**config.mk**
```make
export PLATFORM = sky130hd
export DESIGN_NAME = evt_status_bank
export DESIGN_NICKNAME = d
export VERILOG_FILES = /design/src/rtl/evt_stat_pkg.sv /design/src/rtl/evt_sticky_bank.sv /design/src/rtl/evt_rx_hold.sv /design/src/rtl/evt_irq_ctl.sv /design/src/rtl/evt_status_bank.sv
export SDC_FILE = /design/constraint.sdc
export NUM_CORES = 1
export LEC_CHECK = 0
export ABC_AREA = 1
export BUFFER_PORTS_ARGS = -buffer_cell sky130_fd_sc_hd__buf_2
export CAP_MARGIN = 10
export CORE_ASPECT_RATIO = 0.5
export CORE_MARGIN = 1.5
export CORE_UTILIZATION = 41
export DETAILED_ROUTE_END_ITERATION = 8
export PLACE_DENSITY = 0.85
export SKIP_LAST_GASP = 1
export SLEW_MARGIN = 15
export SYNTH_ARGS = -nofsm -noshare
export SYNTH_HDL_FRONTEND = slang
export SYNTH_SLANG_ARGS = --single-unit
export TNS_END_PERCENT = 20
```
**constraint.sdc**
```tcl
create_clock -name clk -period 0.8 [get_ports clk]
set_input_delay 0.2 -clock clk [delete_from_list [all_inputs] [get_ports clk]]
set_output_delay 0.2 -clock clk [all_outputs]
set_load 0.01 [all_outputs]
```
**src/rtl/evt_stat_pkg.sv**
```systemverilog
package evt_stat_pkg;
  localparam int ERR_W  = 5;
  localparam int LIVE_W = 3;
  localparam int E_GEN  = 0;
  localparam int E_CHK  = 1;
  localparam int E_T1   = 2;
  localparam int E_T2   = 3;
  localparam int E_ADDR = 4;
  typedef enum logic {SEL_STATUS = 1'b0, SEL_MASK = 1'b1} reg_sel_e;
endpackage

```
**src/rtl/evt_sticky_bank.sv**
```systemverilog
module evt_sticky_bank #(
  parameter int STICKY_W = 16,
  parameter int LIVE_W   = 3,
  localparam int STAT_W  = STICKY_W + LIVE_W
) (
  input  logic                clk,
  input  logic                rst,
  input  logic [STICKY_W-1:0] set_i,
  input  logic [STICKY_W-1:0] clr_i,
  input  logic [STICKY_W-1:0] auto_i,
  input  logic [LIVE_W-1:0]   live_i,
  output logic [STAT_W-1:0]   q_o
);
  for (genvar i = 0; i < STICKY_W; i++) begin : g_sticky
    always_ff @(posedge clk) begin
      if (rst) q_o[i] <= 1'b0;
      else if (set_i[i]) q_o[i] <= 1'b1;
      else if (clr_i[i] || auto_i[i]) q_o[i] <= 1'b0;
    end
    AST_STICKY_HOLD: assert property (@(posedge clk) disable iff (rst)
      (q_o[i] && !clr_i[i] && !auto_i[i]) |=> q_o[i]);
    AST_SET_WINS: assert property (@(posedge clk) disable iff (rst)
      set_i[i] |=> q_o[i]);
  end

  for (genvar j = 0; j < LIVE_W; j++) begin : g_live
    always_ff @(posedge clk) begin
      if (rst) q_o[STICKY_W+j] <= 1'b0;
      else     q_o[STICKY_W+j] <= live_i[j];
    end
    AST_LIVE_TRACK: assert property (@(posedge clk) disable iff (rst)
      $past(!rst) |-> (q_o[STICKY_W+j] == $past(live_i[j])));
  end
endmodule

```
**src/rtl/evt_rx_hold.sv**
```systemverilog
module evt_rx_hold #(
  parameter int N_RX   = 3,
  parameter int DATA_W = 32
) (
  input  logic                   clk,
  input  logic                   rst,
  input  logic [N_RX-1:0]        wr_i,
  input  logic [N_RX*DATA_W-1:0] data_i,
  input  logic [N_RX-1:0]        held_i,
  input  logic                   uncond_i,
  output logic [N_RX-1:0]        acc_o,
  output logic [N_RX*DATA_W-1:0] q_o
);
  always_comb acc_o = wr_i & (~held_i | {N_RX{uncond_i}});

  for (genvar r = 0; r < N_RX; r++) begin : g_rx
    always_ff @(posedge clk) begin
      if (rst) q_o[r*DATA_W +: DATA_W] <= '0;
      else if (acc_o[r]) q_o[r*DATA_W +: DATA_W] <= data_i[r*DATA_W +: DATA_W];
    end
    AST_RX_BLOCKED: assert property (@(posedge clk) disable iff (rst)
      (held_i[r] && !uncond_i) |=> $stable(q_o[r*DATA_W +: DATA_W]));
  end
endmodule

```
**src/rtl/evt_irq_ctl.sv**
```systemverilog
module evt_irq_ctl #(
  parameter int STAT_W = 19,
  parameter int LIVE_W = 3
) (
  input  logic              clk,
  input  logic              rst,
  input  logic              mask_we_i,
  input  logic [STAT_W-1:0] wdata_i,
  input  logic [STAT_W-1:0] stat_i,
  output logic              irq_oe_o,
  output logic              irq_o
);
  localparam logic [STAT_W-1:0] IRQ_OK = {{LIVE_W{1'b0}}, {(STAT_W-LIVE_W){1'b1}}};
  logic [STAT_W-1:0] mask_q;

  always_ff @(posedge clk) begin
    if (rst) mask_q <= '0;
    else if (mask_we_i) mask_q <= wdata_i;
  end

  always_ff @(posedge clk) begin
    if (rst) irq_oe_o <= 1'b0;
    else     irq_oe_o <= |(stat_i & mask_q & IRQ_OK);
  end

  assign irq_o = 1'b0;

  AST_IRQ_SOURCE: assert property (@(posedge clk) disable iff (rst)
    irq_oe_o |-> $past(|(stat_i[STAT_W-LIVE_W-1:0] & mask_q[STAT_W-LIVE_W-1:0])));
  AST_IRQ_NO_LIVE: assert property (@(posedge clk) disable iff (rst)
    $past(stat_i[STAT_W-LIVE_W-1:0] == '0) |-> !irq_oe_o);
endmodule

```
**src/rtl/evt_status_bank.sv**
```systemverilog
module evt_status_bank
  import evt_stat_pkg::*;
#(
  parameter int N_RX    = 3,
  parameter int DATA_W  = 32,
  parameter int N_EVT   = 8,
  localparam int STICKY_W = N_RX + ERR_W + N_EVT,
  localparam int STAT_W   = STICKY_W + LIVE_W
) (
  input  logic                   clk,
  input  logic                   rst,
  input  logic                   cfg_uncond,
  input  logic                   cfg_auto_clr,
  input  logic [N_RX-1:0]        rx_wr,
  input  logic [N_RX*DATA_W-1:0] rx_wdata,
  input  logic                   rx_start,
  input  logic [ERR_W-1:0]       err_set,
  input  logic [N_EVT-1:0]       evt_set,
  input  logic                   live_meas,
  input  logic                   live_comp,
  input  logic                   live_ready,
  input  logic                   reg_we,
  input  logic                   reg_sel,
  input  logic [STAT_W-1:0]      reg_wdata,
  output logic [STAT_W-1:0]      stat_q,
  output logic [N_RX*DATA_W-1:0] rx_q,
  output logic                   irq_oe,
  output logic                   irq_o
);
  localparam int ERR_LO = N_RX;
  localparam logic [STICKY_W-1:0] AUTO_MASK = {{(ERR_W+N_EVT){1'b1}}, {N_RX{1'b0}}};

  logic [N_RX-1:0]     rx_acc;
  logic [ERR_W-1:0]    err_vec;
  logic [STICKY_W-1:0] hw_set, sw_clr, auto_clr;

  always_comb begin
    err_vec         = err_set;
    err_vec[E_ADDR] = err_set[E_ADDR] | err_set[E_T1] | err_set[E_T2];
    hw_set   = {evt_set, err_vec, rx_acc};
    sw_clr   = (reg_we && reg_sel == SEL_STATUS) ? reg_wdata[STICKY_W-1:0] : '0;
    auto_clr = (rx_start && cfg_auto_clr) ? AUTO_MASK : '0;
  end

  evt_rx_hold #(.N_RX(N_RX), .DATA_W(DATA_W)) u_rx (
    .clk(clk), .rst(rst), .wr_i(rx_wr), .data_i(rx_wdata),
    .held_i(stat_q[N_RX-1:0]), .uncond_i(cfg_uncond),
    .acc_o(rx_acc), .q_o(rx_q)
  );

  evt_sticky_bank #(.STICKY_W(STICKY_W), .LIVE_W(LIVE_W)) u_sticky (
    .clk(clk), .rst(rst), .set_i(hw_set), .clr_i(sw_clr), .auto_i(auto_clr),
    .live_i({live_ready, live_comp, live_meas}), .q_o(stat_q)
  );

  evt_irq_ctl #(.STAT_W(STAT_W), .LIVE_W(LIVE_W)) u_irq (
    .clk(clk), .rst(rst), .mask_we_i(reg_we && reg_sel == SEL_MASK),
    .wdata_i(reg_wdata), .stat_i(stat_q), .irq_oe_o(irq_oe), .irq_o(irq_o)
  );

  AST_ADDR_FOLLOWS: assert property (@(posedge clk) disable iff (rst)
    (err_set[E_T1] || err_set[E_T2]) |=> stat_q[ERR_LO+E_ADDR]);
  AST_AUTO_KEEPS_RX: assert property (@(posedge clk) disable iff (rst)
    (rx_start && cfg_auto_clr && !reg_we && stat_q[0]) |=> stat_q[0]);
endmodule

```
==> results of run 1 <==
-- final timing paths --
kind                                      start            to  slack [ns]  cells after the start
worst min-delay path               rx_wdata[63]  u_rx.q_o[63]        0.03                      3
worst max-delay path            u_sticky.q_o[2]  u_rx.q_o[68]       -0.39                      6
worst min register to register     u_rx.q_o[23]  u_rx.q_o[23]        0.46                      2
worst max register to register  u_sticky.q_o[2]  u_rx.q_o[68]       -0.39                      6
-- timing repair --
action / in CTS / in global routing
setup endpoints to repair: 218 / 219
gates cloned: 2 / 11
setup buffers: 13 / 6
resized for setup: 106 / 39
endpoints found under the hold margin: 3 / 0
hold buffers: 3 / 0
pin swaps: 4 / 7
-- cell usage in the layout (no fill, tap or decap), types with 11 or more instances in the layout --
cell type  netlist  layout
nand2_2         30      34
dfxtp_2          0      37
buf_4           12      31
buf_2            9     212
a21oi_2         37      49
nor2_1          12      12
a21oi_1         88      76
nand3_1         13      13
buf_6           11      60
buf_12           1      11
inv_1           20      20
nand2_1        231     222
clkbuf_16        0      26
dfxtp_1        132      92
-- where the power goes --
part,internal (mW),leakage (nW),switching [mW]
clock,5.90,0.325,2.91
sequential,7.00,1.10,0.242
combinational,1.50,2.51,1.51
total,14.4,3.94,4.66
-- layout make-up --
| class | instances | area, µm² | share of cell area |
|---|---|---|---|
| flip-flops and latches | 132 | 2700 | 0.3226 |
| repair buffers | 325 | 2420 | 0.2891 |
| multi-input cells | 425 | 2180 | 0.2604 |
| clock buffers | 21 | 481.7 | 0.05756 |
| well taps | 165 | 206.4 | 0.02467 |
| clock inverters | 11 | 196.4 | 0.02347 |
| inverters | 25 | 136.4 | 0.01630 |
| repair inverters | 3 | 48.80 | 0.005830 |
-- metrics by stage --
stage          utilization  cells  setup slack [ns]  setup TNS [ns]  total power [mW]
2_1_floorplan            -    619           -0.1093          -9.258             8.528
3_3_place_gp        0.5617   1040           -0.2990          -28.61             9.538
5_1_grt             0.7006   1107           -0.4146          -67.64             19.73
6_report            0.7006   1107           -0.3904          -58.47             19.06
3_5_place_dp        0.5617   1040           -0.3555          -33.24             9.617
4_1_cts             0.6640   1090           -0.3810          -58.73             18.81
-- kinds of logic after synthesis --
logic type / after synthesis / share of synthesized area
AO/OA/AOI/OAI: 131 / 0.1579
other: 1 / 0.0007384
buffers and inverters: 63 / 0.07958
flip-flops: 132 / 0.5203
AND/OR/NAND/NOR: 292 / 0.2414
-- registers in the layout, summed over array words and instances, names as in the netlist --
signal	count
u_irq.mask_q	16
u_irq.irq_oe_o	1
u_rx.q_o	96
u_sticky.q_o	19
-- routing by layer --
metal,routed length [µm],global-route usage,vias up
li1,-,-,2604
met1,6941,0.2596,2585
met2,8872,0.4294,219
met3,775,0.05556,58
met4,574,0.1121,0
met5,0,0,-
-- worst max-delay path: stages, from the launching register on --
cell and delay (ns):
dfxtp_4 0.35, buf_4 0.15, nand2_8 0.10, nand2_8 0.13
inv_12 0.11, nand2_1 0.08, a21oi_1 0.18
==> results.json, run 1 <==
{
  "routed_wl_mm": 17.16,
  "cp-start-kind": "register",
  "syn_inst": 619,
  "hpwl_mm": 10.44,
  "violations": "negative setup slack",
  "gp_congestion": 0.8019,
  "worstPathRequired_ns": 1.13,
  "path_max_fanout": 8,
  "dieArea_mm2": 0.01310,
  "yosysMostFrequentCell": "nand2_1",
  "synthesis.nets": 760,
  "status": "finished with violations",
  "initial_utilization": 0.4251,
  "grtUsageTotal": 0.2327,
  "hold_violations": 0,
  "drt_iter0_drc": 291,
  "finalSetupViolCount": 223,
  "clkLatencyLatePin_ns": 0.40,
  "worst-setup-path-type": "reg2reg",
  "p_leak_nw": 3.940,
  "yosysWarnings": 0,
  "whs_ns": 0.02919,
  "core-area_mm2": 0.01195,
  "grt_pass1_vias": 5122,
  "maxSlewViolCount": 0,
  "cts_sinks": 132,
  "n_antenna_cell": 0,
  "die_h_um": 81.70,
  "postPlaceCellArea_mm2": 0.006710,
  "syn_to_final_growth_pct": 64.79,
  "ys_seq_area_frac": 0.5203,
  "netlist-cell-type-count": 22,
  "drv_cap": 0,
  "vias": 5466,
  "synthFlopType": "dfxtp_1",
  "io_buffers": 253,
  "h-tree-depth": 4,
  "path_clk_slew_ns": 0.06,
  "holdCritPathClass": "in2reg",
  "antenna_found_initial": 0,
  "synth.top_cell.area_share": 0.5203,
  "root_buffer": "clkbuf_16",
  "num_rows": 28,
  "grt_max_degree": 40,
  "syn-cell-area_mm2": 0.005079,
  "cts_tree": "built",
  "drtAntennaViolNets": 0,
  "final_area_mm2": 0.008369,
  "synth.area.top_cells": "dfxtp_1 (52%), nand2_1 (17%), a21oi_1 (8.7%)",
  "die_w_um": 160.4,
  "rsz0062_at_grt": "true",
  "power.density_mw_per_mm2": 2278,
  "synthTopCellsByCount": "nand2_1 (231), dfxtp_1 (132), a21oi_1 (88)",
  "worst_slack_ns": -0.3904,
  "async_flop_share": 0,
  "first_pass_iters": 5,
  "fillCellCount": 862,
  "skew_ns": 0.01168,
  "drc": 0,
  "cts_buffers": 17,
  "nets": 1070,
  "io_pins": 258,
  "yosysTopAreaCell": "dfxtp_1",
  "fmaxAchievable_mhz": 840.1,
  "fin_crit_sh": 1.488,
  "ys_seq_elements": 132,
  "worstPathArrival_ns": 1.52,
  "fin_crit_ns": 1.190,
  "grt_pass1_wl_mm": 23.99,
  "synth-edff-count": 0,
  "drive_gt1_frac": 0.5255,
  "avgSynthCellArea_um2": 8.205,
  "endpoint_kind": "register",
  "gr-total-overflow": 0,
  "post_drt_wl_per_cell_um": 15.50,
  "peakVddDrop_mv": 1.332,
  "viasPerCell": 4.938,
  "cts_max_path_buffers": 2
}
Power figures use the tool's default switching activity.
==> inputs of run 2 (changes only) <==
RECOVER_POWER = 50   (was not set)
SLEW_MARGIN = 5   (was 15)
==> run 2 against run 1 <==
Compared with the run above: the flow still finishes with violations (negative setup slack); sequential power about the same; critical path depth unchanged; utilization is 0.094 points lower; clock power barely moved; sequential cell count unchanged; cell area decreased by 0.13%; largest power group unchanged; clock skew hardly changed; critical path type unchanged; final cell count stayed put; die area stayed put; register-to-register slack is essentially flat; highest routed layer unchanged.
==> results.json, run 2 (synthesis results as in run 1) <==
{
  "cts_buffers": 17,
  "drive_gt1_frac": 0.5223,
  "drv_cap": 0,
  "io_pins": 258,
  "n_antenna_cell": 0,
  "grt_max_degree": 40,
  "die_h_um": 81.70,
  "max_stage_delay_ns": 0.35,
  "clkLatencyLatePin_ns": 0.40,
  "drtAntennaViolNets": 0,
  "first_pass_iters": 4,
  "io_buffers": 253,
  "cp_slowest_cell": "dfxtp_4",
  "finalSetupViolCount": 223,
  "grtUsageTotal": 0.2327,
  "total_power_mw": 19.06,
  "dp_slack_ns": -0.3555,
  "fin_crit_sh": 1.483,
  "dieArea_mm2": 0.01310,
  "rsz0062_at_grt": "true",
  "met2_length_mm": 8.927,
  "maxSlewViolCount": 0,
  "worstPathRequired_ns": 1.13,
  "top_layer": "met4",
  "num_rows": 28,
  "layout_commonest_cell": "nand2_1",
  "crit_chain": "buf_4 > nand2_8 > nand2_8 > inv_12 > nand2_1 > a21oi_1",
  "max_flop_register": "u_rx.q_o",
  "largest_register_ffs": 96,
  "cts_max_path_buffers": 2,
  "fmaxAchievable_mhz": 843.0,
  "holdCritPathClass": "in2reg",
  "p_leak_nw": 3.940,
  "mostFrequentLayoutCells": "nand2_1 (222), buf_2 (212), dfxtp_1 (92)",
  "grt_pass1_vias": 5122,
  "drt_iter0_drc": 284,
  "fin_crit_ns": 1.186,
  "gr-total-overflow": 0,
  "nets": 1070,
  "power.density_mw_per_mm2": 2280,
  "peakVddDrop_mv": 1.332,
  "h-tree-depth": 4,
  "hold_violations": 0,
  "worstPathArrival_ns": 1.51,
  "vias": 5459,
  "cp-start-kind": "register",
  "path_clk_slew_ns": 0.06,
  "gp_congestion": 0.8019,
  "routed_wl_mm": 17.17,
  "postPlaceCellArea_mm2": 0.006710,
  "critPathMostFrequentCell": "nand2_8",
  "path_max_fanout": 8,
  "wl_met3_um": 823,
  "skew_ns": 0.01163,
  "core-area_mm2": 0.01195,
  "worst-setup-path-type": "reg2reg",
  "final_area_mm2": 0.008358,
  "drc": 0,
  "violations": "negative setup slack",
  "viasPerCell": 4.931,
  "hpwl_mm": 10.44,
  "status": "finished with violations",
  "route.layer.met1.wl_mm": 6.871,
  "grt_pass1_wl_mm": 23.99,
  "initial_utilization": 0.4251,
  "finish.utilization": 0.6996,
  "syn_to_final_growth_pct": 64.57,
  "worst_slack_ns": -0.3862,
  "cts_sinks": 132,
  "die_w_um": 160.4,
  "endpoint_kind": "register",
  "reg.largest.list": "u_rx.q_o x96, u_sticky.q_o x19, u_irq.mask_q x16",
  "post_drt_wl_per_cell_um": 15.51,
  "cts_tree": "built",
  "root_buffer": "clkbuf_16",
  "antenna_found_initial": 0
}
run 2: cell type report:
class / instances / area (µm²)
tap: 165 / 206.4
timing repair buffer: 325 / 2420
timing repair inverter: 3 / 48.80
multi-input combinational: 425 / 2168
sequential: 132 / 2700
fill: 868 / 3588
clock inverter: 11 / 196.4
clock buffer: 21 / 481.7
inverter: 25 / 136.4
run 2: metal layers:
| metal | track usage | vias up |
|---|---|---|
| met5 | 0 | - |
| met4 | 0.1121 | 0 |
| met3 | 0.05556 | 52 |
| met2 | 0.4294 | 221 |
| met1 | 0.2596 | 2585 |
| li1 | - | 2601 |
run 2: worst paths after layout:
kind	cells past startpoint	slack, ns	startpoint	endpoint
worst max register to register	6	-0.39	u_sticky.q_o[2]	u_rx.q_o[68]
worst min-delay path	3	0.03	rx_wdata[13]	u_rx.q_o[13]
worst min register to register	2	0.46	u_rx.q_o[23]	u_rx.q_o[23]
worst max-delay path	6	-0.39	u_sticky.q_o[2]	u_rx.q_o[68]
run 2: what timing repair did:
item	CTS	global route
gates resized for setup	106	39
pin swaps	4	7
gates cloned	2	11
endpoints found under the hold margin	3	0
buffers inserted	13	6
hold buffers	3	0
endpoints found under the setup margin	218	219
run 2: power breakdown:
group | leakage (nW) | internal [mW] | switching, mW | total [mW]
combinational | 2.51 | 1.50 | 1.51 | 3.00
clock | 0.325 | 5.90 | 2.91 | 8.81
sequential | 1.10 | 7.00 | 0.242 | 7.25
run 2: critical path, delay by kind of cell (launching register included):
kind                   cells  cell delay (ns)
flip-flops                 1             0.35
AND/OR/NAND/NOR            3             0.31
buffers and inverters      2             0.26
AO/OA/AOI/OAI              1             0.18
run 2: through the flow:
| step | setup TNS, ns | std cells | hold WS (ns) |
|---|---|---|---|
| 6_report | -58.19 | 1107 | 0.03008 |
| 2_1_floorplan | -9.258 | 619 | 0.3070 |
| 5_1_grt | -67.64 | 1107 | 0.01290 |
| 3_5_place_dp | -33.24 | 1040 | 0.4115 |
| 4_1_cts | -58.73 | 1090 | 0.01218 |
| 3_3_place_gp | -28.61 | 1040 | 0.4018 |
==> inputs of run 3 (changes only) <==
CORE_UTILIZATION = 31   (was 41)
PLACE_DENSITY = 0.69   (was 0.85)
SETUP_SLACK_MARGIN = 0.1   (was not set)
==> run 3 against run 2 <==
Compared with the run above: critical endpoint is now stat_q[1]; fmax is 1.2% higher; utilization decreased by 17 points; largest power group unchanged; routed wire length is 6.9% lower; cell area is 0.70% lower; the flow still finishes with violations (negative setup slack).
==> results.json, run 3 (synthesis results as in run 1) <==
{
  "drv_cap": 0,
  "grt_pass1_wl_mm": 22.85,
  "path_max_fanout": 2,
  "largest_register_ffs": 96,
  "post_drt_wl_per_cell_um": 13.76,
  "postPlaceCellArea_mm2": 0.006798,
  "whs_ns": 0.02102,
  "critPathLaunch": "u_sticky.q_o[1]",
  "h-tree-depth": 4,
  "wl_met3_um": 599,
  "cts_max_path_buffers": 2,
  "vias": 5176,
  "maxSlewViolCount": 0,
  "peakVddDrop_mv": 1.449,
  "num_rows": 32,
  "grt_pass1_vias": 4910,
  "cp-start-kind": "register",
  "dieArea_mm2": 0.01721,
  "gr-total-overflow": 0,
  "route.layer.met1.wl_mm": 6.626,
  "cts_sinks": 132,
  "viasPerCell": 4.454,
  "finish.utilization": 0.5288,
  "grt_max_degree": 61,
  "syn_to_final_growth_pct": 63.41,
  "p_leak_nw": 3.892,
  "n_antenna_cell": 0,
  "hpwl_mm": 10.59,
  "first_pass_iters": 4,
  "gp_congestion": 0.7714,
  "routed_wl_mm": 15.99,
  "power.density_mw_per_mm2": 2125,
  "drive_gt1_frac": 0.5399,
  "hold_violations": 0,
  "worstPathArrival_ns": 0.97,
  "max_flop_register": "u_rx.q_o",
  "root_buffer": "clkbuf_16",
  "drtAntennaViolNets": 0,
  "dp_slack_ns": -0.3376,
  "reg.largest.list": "u_rx.q_o x96, u_sticky.q_o x19, u_irq.mask_q x16",
  "worst-setup-path-type": "reg2out",
  "met2_length_mm": 8.154,
  "hold_start": "evt_set[0]",
  "drt_iter0_drc": 173,
  "die_w_um": 184.0,
  "skew_ns": 0.006734,
  "antenna_found_initial": 0,
  "io_pins": 258,
  "fmaxAchievable_mhz": 853.3,
  "nets": 1070,
  "cts_tree": "built",
  "finalSetupViolCount": 219,
  "drc": 0,
  "endpoint_kind": "primary output",
  "grtUsageTotal": 0.1689,
  "holdCritPathClass": "in2reg",
  "violations": "negative setup slack",
  "top_layer": "met4",
  "io_buffers": 253,
  "cts_buffers": 17,
  "stdcell_count": 1162,
  "mostFrequentLayoutCells": "nand2_1 (211), buf_2 (209), dfxtp_1 (89)",
  "initial_utilization": 0.3236,
  "reg2reg_from": "u_sticky.q_o[1]",
  "worstPathRequired_ns": 0.60,
  "clkLatencyLatePin_ns": 0.41,
  "core-area_mm2": 0.01570,
  "rsz0062_at_grt": "true",
  "fin_crit_ns": 1.172,
  "place_inst": 1100,
  "status": "finished with violations",
  "final_area_mm2": 0.008299,
  "die_h_um": 93.51,
  "worst_slack_ns": -0.3719,
  "layout_commonest_cell": "nand2_1",
  "path_clk_slew_ns": 0.06,
  "fin_crit_sh": 1.465
}
run 3: final timing paths:
kind / end / slack (ns) / cells past startpoint
hold reg to reg: u_rx.q_o[52] / 0.46 / 2
hold / removal: u_sticky.q_o[8] / 0.02 / 3
setup / recovery: stat_q[1] / -0.37 / 2
setup reg to reg: u_rx.q_o[48] / -0.31 / 7
run 3: area by class of cell:
class | count | area, µm²
Fill cell | 1461 | 7396
Sequential cell | 132 | 2704
Timing Repair Buffer | 325 | 2365
Multi-Input combinational cell | 425 | 2223
Clock buffer | 20 | 467.9
Tap cell | 221 | 276.5
Inverter | 25 | 126.4
Clock inverter | 11 | 102.6
Timing Repair inverter | 3 | 33.78
run 3: worst max-delay path: stages, from the launching register on:
cell and delay (ns):
dfxtp_4 0.34, buf_6 0.11, buf_6 0.11
run 3: per-stage QoR:
step                power, mW  setup TNS, ns
detailed placement      9.627         -30.28
global placement        9.571         -28.00
finish                  17.64         -56.71
global route            18.44         -66.99
floorplan               8.528         -9.258
CTS                     17.53         -61.41
run 3: routing by layer:
metal  vias to the layer above  track usage
met5                         -            0
met4                         0      0.08538
met3                        43      0.04673
met2                       135       0.3078
met1                      2405       0.1811
li1                       2593            -
run 3: what timing repair did:
item / 4_1_cts / 5_1_grt
hold buffers: 3 / 0
setup endpoints to repair: 223 / 230
endpoints found under the hold margin: 3 / 0
buffers inserted: 14 / 4
pin swaps: 0 / 15
gates resized for setup: 102 / 58
cloned: 0 / 10
run 3: where the power goes:
group	internal [mW]	switching, mW
Sequential	7.00	0.236
Combinational	1.46	1.44
Clock	4.53	2.97
Total	13.0	4.64
